### src/rtl/jtag_dp_pkg.sv
package jtag_dp_pkg;
  localparam int IR_W = 4;

  typedef enum logic [3:0] {
    TLR, RTI, SEL_DR, CAP_DR, SH_DR, EX1_DR, PAU_DR, EX2_DR, UPD_DR,
    SEL_IR, CAP_IR, SH_IR, EX1_IR, PAU_IR, EX2_IR, UPD_IR
  } tap_state_e;

  typedef enum logic [2:0] {
    SEL_BYPASS, SEL_IDCODE, SEL_DPACC, SEL_APACC, SEL_ABORT
  } dr_sel_e;

  localparam logic [IR_W-1:0] OP_BYPASS = 4'b1111;
  localparam logic [IR_W-1:0] OP_IDCODE = 4'b1110;
  localparam logic [IR_W-1:0] OP_DPACC  = 4'b1010;
  localparam logic [IR_W-1:0] OP_APACC  = 4'b1011;
  localparam logic [IR_W-1:0] OP_ABORT  = 4'b1000;
  localparam logic [IR_W-1:0] IR_CAPTURE = 4'b0001;

  localparam logic [2:0] ACK_OK   = 3'b010;
  localparam logic [2:0] ACK_WAIT = 3'b001;

  function automatic dr_sel_e decode_op(input logic [IR_W-1:0] op);
    case (op)
      OP_IDCODE: return SEL_IDCODE;
      OP_DPACC:  return SEL_DPACC;
      OP_APACC:  return SEL_APACC;
      OP_ABORT:  return SEL_ABORT;
      default:   return SEL_BYPASS;
    endcase
  endfunction
endpackage

### src/rtl/jtag_dp_tap_fsm.sv
module jtag_dp_tap_fsm
  import jtag_dp_pkg::*;
(
  input  logic       tck_i,
  input  logic       rst_ni,
  input  logic       tms_i,
  output tap_state_e state_o
);
  tap_state_e state_q, state_d;

  always_comb begin
    state_d = state_q;
    case (state_q)
      TLR:    state_d = tms_i ? TLR    : RTI;
      RTI:    state_d = tms_i ? SEL_DR : RTI;
      SEL_DR: state_d = tms_i ? SEL_IR : CAP_DR;
      CAP_DR: state_d = tms_i ? EX1_DR : SH_DR;
      SH_DR:  state_d = tms_i ? EX1_DR : SH_DR;
      EX1_DR: state_d = tms_i ? UPD_DR : PAU_DR;
      PAU_DR: state_d = tms_i ? EX2_DR : PAU_DR;
      EX2_DR: state_d = tms_i ? UPD_DR : SH_DR;
      UPD_DR: state_d = tms_i ? SEL_DR : RTI;
      SEL_IR: state_d = tms_i ? TLR    : CAP_IR;
      CAP_IR: state_d = tms_i ? EX1_IR : SH_IR;
      SH_IR:  state_d = tms_i ? EX1_IR : SH_IR;
      EX1_IR: state_d = tms_i ? UPD_IR : PAU_IR;
      PAU_IR: state_d = tms_i ? EX2_IR : PAU_IR;
      EX2_IR: state_d = tms_i ? UPD_IR : SH_IR;
      UPD_IR: state_d = tms_i ? SEL_DR : RTI;
      default: state_d = TLR;
    endcase
  end

  always_ff @(posedge tck_i or negedge rst_ni) begin
    if (!rst_ni) state_q <= TLR;
    else         state_q <= state_d;
  end

  assign state_o = state_q;
endmodule

### src/rtl/jtag_dp_ir.sv
module jtag_dp_ir
  import jtag_dp_pkg::*;
(
  input  logic            tck_i,
  input  logic            rst_ni,
  input  logic            tdi_i,
  input  tap_state_e      state_i,
  output logic [IR_W-1:0] ir_o,
  output logic            lsb_o
);
  logic [IR_W-1:0] sr_q, ir_q;

  always_ff @(posedge tck_i or negedge rst_ni) begin
    if (!rst_ni) begin
      sr_q <= '0;
      ir_q <= OP_IDCODE;
    end else begin
      case (state_i)
        TLR:    ir_q <= OP_IDCODE;
        CAP_IR: sr_q <= IR_CAPTURE;
        SH_IR:  sr_q <= {tdi_i, sr_q[IR_W-1:1]};
        UPD_IR: ir_q <= sr_q;
        default: ;
      endcase
    end
  end

  assign ir_o  = ir_q;
  assign lsb_o = sr_q[0];
endmodule

### src/rtl/jtag_dp_dr.sv
module jtag_dp_dr
  import jtag_dp_pkg::*;
#(
  parameter int          DATA_W     = 32,
  parameter logic [31:0] IDCODE_VAL = 32'h3BA00477
) (
  input  logic              tck_i,
  input  logic              rst_ni,
  input  logic              tdi_i,
  input  tap_state_e        state_i,
  input  logic [IR_W-1:0]   ir_i,
  input  logic              rsp_busy_i,
  input  logic [DATA_W-1:0] rsp_rdata_i,
  output logic              req_valid_o,
  output logic              req_ap_o,
  output logic [1:0]        req_addr_o,
  output logic              req_rnw_o,
  output logic [DATA_W-1:0] req_wdata_o,
  output logic              abort_o,
  output logic              abort_rsvd_o,
  output logic              lsb_o
);
  localparam int SR_W = DATA_W + 3;
  localparam int ID_W = 32;

  dr_sel_e           sel;
  logic [SR_W-1:0]   sr_q, sr_d;
  logic              upd, acc_sel, dp_rsvd_wr, issue;
  logic              valid_q, ap_q, rnw_q, abort_q, rsvd_q;
  logic [1:0]        addr_q;
  logic [DATA_W-1:0] wdata_q;

  assign sel = decode_op(ir_i);

  always_comb begin
    sr_d = sr_q;
    case (state_i)
      CAP_DR: begin
        case (sel)
          SEL_IDCODE:           sr_d = SR_W'(IDCODE_VAL);
          SEL_DPACC, SEL_APACC: sr_d = {rsp_rdata_i, rsp_busy_i ? ACK_WAIT : ACK_OK};
          default:              sr_d = '0;
        endcase
      end
      SH_DR: begin
        sr_d = sr_q >> 1;
        case (sel)
          SEL_BYPASS: sr_d[0]      = tdi_i;
          SEL_IDCODE: sr_d[ID_W-1] = tdi_i;
          default:    sr_d[SR_W-1] = tdi_i;
        endcase
      end
      default: ;
    endcase
  end

  assign upd        = (state_i == UPD_DR);
  assign acc_sel    = (sel == SEL_DPACC) || (sel == SEL_APACC);
  assign dp_rsvd_wr = (sel == SEL_DPACC) && (sr_q[2:1] == 2'b00) && !sr_q[0];
  assign issue      = upd && acc_sel && !rsp_busy_i && !dp_rsvd_wr;

  always_ff @(posedge tck_i or negedge rst_ni) begin
    if (!rst_ni) begin
      sr_q    <= '0;
      valid_q <= 1'b0;
      ap_q    <= 1'b0;
      rnw_q   <= 1'b0;
      addr_q  <= '0;
      wdata_q <= '0;
      abort_q <= 1'b0;
      rsvd_q  <= 1'b0;
    end else begin
      sr_q    <= sr_d;
      valid_q <= issue;
      if (issue) begin
        wdata_q <= sr_q[SR_W-1:3];
        addr_q  <= sr_q[2:1];
        rnw_q   <= sr_q[0];
        ap_q    <= (sel == SEL_APACC);
      end
      abort_q <= upd && (sel == SEL_ABORT) && sr_q[0];
      if (state_i == TLR)                 rsvd_q <= 1'b0;
      else if (upd && sel == SEL_ABORT)   rsvd_q <= |sr_q[ID_W-1:1];
    end
  end

  assign req_valid_o  = valid_q;
  assign req_ap_o     = ap_q;
  assign req_addr_o   = addr_q;
  assign req_rnw_o    = rnw_q;
  assign req_wdata_o  = wdata_q;
  assign abort_o      = abort_q;
  assign abort_rsvd_o = rsvd_q;
  assign lsb_o        = sr_q[0];
endmodule

### src/rtl/jtag_dp_tap.sv
module jtag_dp_tap
  import jtag_dp_pkg::*;
#(
  parameter int          DATA_W     = 32,
  parameter logic [31:0] IDCODE_VAL = 32'h3BA00477
) (
  input  logic              tck_i,
  input  logic              rst_ni,
  input  logic              tms_i,
  input  logic              tdi_i,
  output logic              tdo_o,
  output logic              tdo_en_o,
  input  logic              rsp_busy_i,
  input  logic [DATA_W-1:0] rsp_rdata_i,
  output logic              req_valid_o,
  output logic              req_ap_o,
  output logic [1:0]        req_addr_o,
  output logic              req_rnw_o,
  output logic [DATA_W-1:0] req_wdata_o,
  output logic              abort_o,
  output logic              abort_rsvd_o
);
  tap_state_e      state_q;
  logic [IR_W-1:0] ir_q;
  logic            ir_lsb, dr_lsb, tdo_q, tdo_en_q;

  jtag_dp_tap_fsm u_fsm (
    .tck_i   (tck_i),
    .rst_ni  (rst_ni),
    .tms_i   (tms_i),
    .state_o (state_q)
  );

  jtag_dp_ir u_ir (
    .tck_i   (tck_i),
    .rst_ni  (rst_ni),
    .tdi_i   (tdi_i),
    .state_i (state_q),
    .ir_o    (ir_q),
    .lsb_o   (ir_lsb)
  );

  jtag_dp_dr #(.DATA_W(DATA_W), .IDCODE_VAL(IDCODE_VAL)) u_dr (
    .tck_i        (tck_i),
    .rst_ni       (rst_ni),
    .tdi_i        (tdi_i),
    .state_i      (state_q),
    .ir_i         (ir_q),
    .rsp_busy_i   (rsp_busy_i),
    .rsp_rdata_i  (rsp_rdata_i),
    .req_valid_o  (req_valid_o),
    .req_ap_o     (req_ap_o),
    .req_addr_o   (req_addr_o),
    .req_rnw_o    (req_rnw_o),
    .req_wdata_o  (req_wdata_o),
    .abort_o      (abort_o),
    .abort_rsvd_o (abort_rsvd_o),
    .lsb_o        (dr_lsb)
  );

  // Output stage retimed to the falling edge
  always_ff @(negedge tck_i or negedge rst_ni) begin
    if (!rst_ni) begin
      tdo_q    <= 1'b0;
      tdo_en_q <= 1'b0;
    end else if (state_q == SH_DR) begin
      tdo_q    <= dr_lsb;
      tdo_en_q <= 1'b1;
    end else if (state_q == SH_IR) begin
      tdo_q    <= ir_lsb;
      tdo_en_q <= 1'b1;
    end else begin
      tdo_en_q <= 1'b0;
    end
  end

  assign tdo_o    = tdo_q;
  assign tdo_en_o = tdo_en_q;
endmodule

### config.mk
export PLATFORM = sky130hd
export DESIGN_NAME = jtag_dp_tap
export DESIGN_NICKNAME = d
export VERILOG_FILES = /design/src/rtl/jtag_dp_pkg.sv /design/src/rtl/jtag_dp_tap_fsm.sv /design/src/rtl/jtag_dp_ir.sv /design/src/rtl/jtag_dp_dr.sv /design/src/rtl/jtag_dp_tap.sv
export SDC_FILE = /design/constraint.sdc
export NUM_CORES = 1
export LEC_CHECK = 0
export ABC_AREA = 0
export ABC_CLOCK_PERIOD_IN_PS = 3200
export CORE_MARGIN = 3
export CORE_UTILIZATION = 32
export CTS_BUF_LIST = sky130_fd_sc_hd__clkbuf_16
export CTS_CLUSTER_SIZE = 8
export DETAILED_ROUTE_END_ITERATION = 7
export GPL_TIMING_DRIVEN = 1
export HOLD_SLACK_MARGIN = 0.08
export PLACE_DENSITY = 0.64
export RECOVER_POWER = 25
export SETUP_SLACK_MARGIN = 0.3
export SYNTH_ARGS = -nofsm -noshare
export SYNTH_HDL_FRONTEND = slang
export SYNTH_HIERARCHICAL = 1
export SYNTH_SLANG_ARGS = --single-unit
export TNS_END_PERCENT = 1
### constraint.sdc
create_clock -name tck_i -period 3.2 [get_ports tck_i]
set_input_delay 0.48 -clock tck_i [delete_from_list [all_inputs] [get_ports tck_i]]
set_output_delay 0.48 -clock tck_i [all_outputs]
set_load 0.02 [all_outputs]
==> impl_metrics.ini <==
[routing]
drt_wl_total_microns = 9680
via_per_inst = 5.14
vias = 2989
drc = 0
drt_iter0_drc = 282
first_pass_iters = 6
antenna_left = 0
drt-wirelength-per-cell_microns = 16.7

[layout]
drive_gt1_frac = 0.194
most-common-layout-cells = dfrtp_1, clkdlybuf4s50_1, nand2_1
stdcell_count = 581
final_net_count = 445
layout_commonest_cell = dfrtp_1
synthToLayoutAreaGrowth_pct = 31.3
diodes = 0
num-fill-cells = 1161

[job]
max_cap_viol_count = 1

[setup_path]
critPathCaptureType = flop
endpoint = tdo_o
ff2ff_path_depth = 3
worstPathArrival_ns = 1.59
worst-setup-path-type = flop to flop
rr_endpoint = tdo_o
worst_r2r_startpoint = u_fsm/state_o[1]
crit_path_max_fanout = 2
crit_path_start_kind = flop
worstPathRequired_ns = 1.80
r2r_slack_ns = 0.21
cp-startpoint = u_fsm/state_o[1]

[floorplanning]
die-area_sq_um = 13800
die_h_microns = 118
io_pins = 78
rows = 40
start_util = 0.329
die_x_microns = 118
core-area_sq_um = 12100

[clocking]
cts_sinks = 88
clkLatencyLatePin_ns = 0.34
root_buffer = clkbuf_16
cts_max_level = 3
cts_made_buffers = 9
cts_tree = done
cts_buffer_depth = 2
cts.clk_slew.worst_paths_ns = 0.06

[global_routing]
grt_pass1_wl_microns = 15200
grt_pass1_vias = 2815
track_usage = 0.137
antenna_found_initial = 0
grt-ovfl-total = 0
grt_max_degree = 65

[logic_synthesis]
synth_fa_ha_area_frac = 0
synth_warnings = 6
ys_ff_latch = 88
synth_top_family_by_area = compound AO/OA/AOI/OAI gates
synth_nets = 364
netlist_area_sq_um = 3990
synth_mux_area_frac = 0.134
yosysSeqAreaShare = 0.553
synth_compound_area_frac = 0.145
ys_types = 52
synth_edf_count = 0
synthArstFlopShare = 1.00
ys.flop_type = dfrtp_1
synth_cells = 327
postSynthAreaPerCell_sq_um = 12.2
synthSimpleGateAreaFrac = 0.115
synthXorXnorAreaFrac = 0

[timing]
setup_tns_ns = 0
hold_viol = 0
skew_ns = 0.00620
max-slew-margin-rel = -0.0647
rsz0062_at_grt = yes
finalSetupViolCount = 0
worst_slew_pin_slew_ns = 1.60
slew_violations = 65

[run_status]
violations = capacitance limit, slew limit
status = complete, but fails checks

[worst_hold_path]
hp-class = flop to flop

[placement]
dp.cells = 564
dp_hpwl_microns = 6510
io_buffers = 77
gp_congestion = 0.782

[power]
vdd.ir_drop.worst_mv = 0.445
p_leak_nw = 2.59
power_density_nw_per_um2 = 871
power by group:
group | internal (mW) | switching [mW] | leakage (nW) | total [mW]
Combinational | 0.791 | 0.892 | 1.28 | 1.68
Sequential | 1.50 | 0.353 | 1.17 | 1.85
Clock | 0.597 | 0.428 | 0.142 | 1.03
routing by layer:
metal / vias to the layer above / track usage / wire (microns)
li1: 1388 / - / -
met2: 89 / 0.210 / 4530
met4: 0 / 0.0352 / 115
met5: - / 0 / 0
met1: 1502 / 0.188 / 4550
met3: 10 / 0.0461 / 486
kinds of logic after synthesis:
logic type / after synthesis
AOI/OAI and AO/OA: 72
buffers and inverters: 45
DFF: 88
muxes: 38
and+or+nand+nor: 84
how the worst min path moves through the flow:
| stage | start | slack (ns) | cells after the start | endpoint |
|---|---|---|---|---|
| floorplan | rst_ni | 0.18 | 0 | u_dr/abort_o |
| global placement | rst_ni | 0.41 | 1 | u_dr/req_wdata_o[11] |
| detailed placement | rst_ni | 0.41 | 1 | u_dr/req_wdata_o[12] |
| CTS | tdo_o | 0.45 | 1 | tdo_o |
| global route | tdo_o | 0.47 | 1 | tdo_o |
| finish | tdo_o | 0.44 | 1 | tdo_o |
registers in the layout (all words and copies together), names as in the netlist:
| signal | count |
|---|---|
| tdo_en_o | 1 |
| u_dr/req_addr_o | 2 |
| u_dr/req_valid_o | 1 |
| u_dr/req_ap_o | 1 |
| u_fsm/state_o | 4 |
| u_dr/req_wdata_o | 32 |
| tdo_o | 1 |
| u_dr/sr_q | 35 |
| u_ir/sr_q | 4 |
| u_dr/req_rnw_o | 1 |
| u_ir/ir_o | 4 |
| u_dr/abort_o | 1 |
| u_dr/abort_rsvd_o | 1 |
cells in the mapped netlist (all sizes together) (3+ instances only):
| library cell | count | area (sq um) |
|---|---|---|
| dfrtp | 83 | 2080 |
| mux2 | 36 | 514 |
| nand2 | 34 | 128 |
| inv | 27 | 101 |
| a222oi | 19 | 190 |
| a221oi | 15 | 138 |
| o21ai | 12 | 60.1 |
| clkbuf | 11 | 51.3 |
| nor4 | 10 | 62.6 |
| nor3 | 9 | 50.1 |
| a21oi | 7 | 35.0 |
| buf | 7 | 60.1 |
| nor2 | 7 | 26.3 |
| a22oi | 4 | 30.0 |
| dfstp | 3 | 78.8 |
| nand3 | 3 | 15.0 |
layout make-up:
class,instances,area [sq um],share of cell area
Sequential cell,88,2210,0.422
Multi-Input combinational cell,194,1570,0.300
Timing Repair Buffer,88,856,0.163
Clock buffer,9,225,0.0430
Tap cell,168,210,0.0401
Inverter,27,101,0.0194
Clock inverter,7,65.1,0.0124
critical path, stage by stage, from the launching register on:
cell and delay [ns]:
dfrtp_2 0.40, or4b_4 0.54, o22a_1 0.21, o21a_1 0.10
stage by stage:
step / util / hold slack [ns] / area, sq um / setup slack [ns] / power (mW)
after global placement: 0.410 / 0.406 / 4960 / 0.123 / 3.52
after detailed placement: 0.410 / 0.413 / 4960 / 0.129 / 3.59
after floorplan: - / 0.184 / 3990 / 0.129 / 2.95
after global routing: 0.432 / 0.473 / 5240 / 0.165 / 4.86
final: 0.432 / 0.444 / 5240 / 0.210 / 4.56
after CTS: 0.434 / 0.451 / 5260 / 0.204 / 4.62
what timing repair did:
item / 4_1_cts / 5_1_grt
setup buffers: 0 / 0
gates resized for setup: 9 / 0
hold endpoints to repair: 22 / 0
setup endpoints to repair: 3 / 3
hold buffers: 1 / 0
Power figures use the tool's default switching activity.
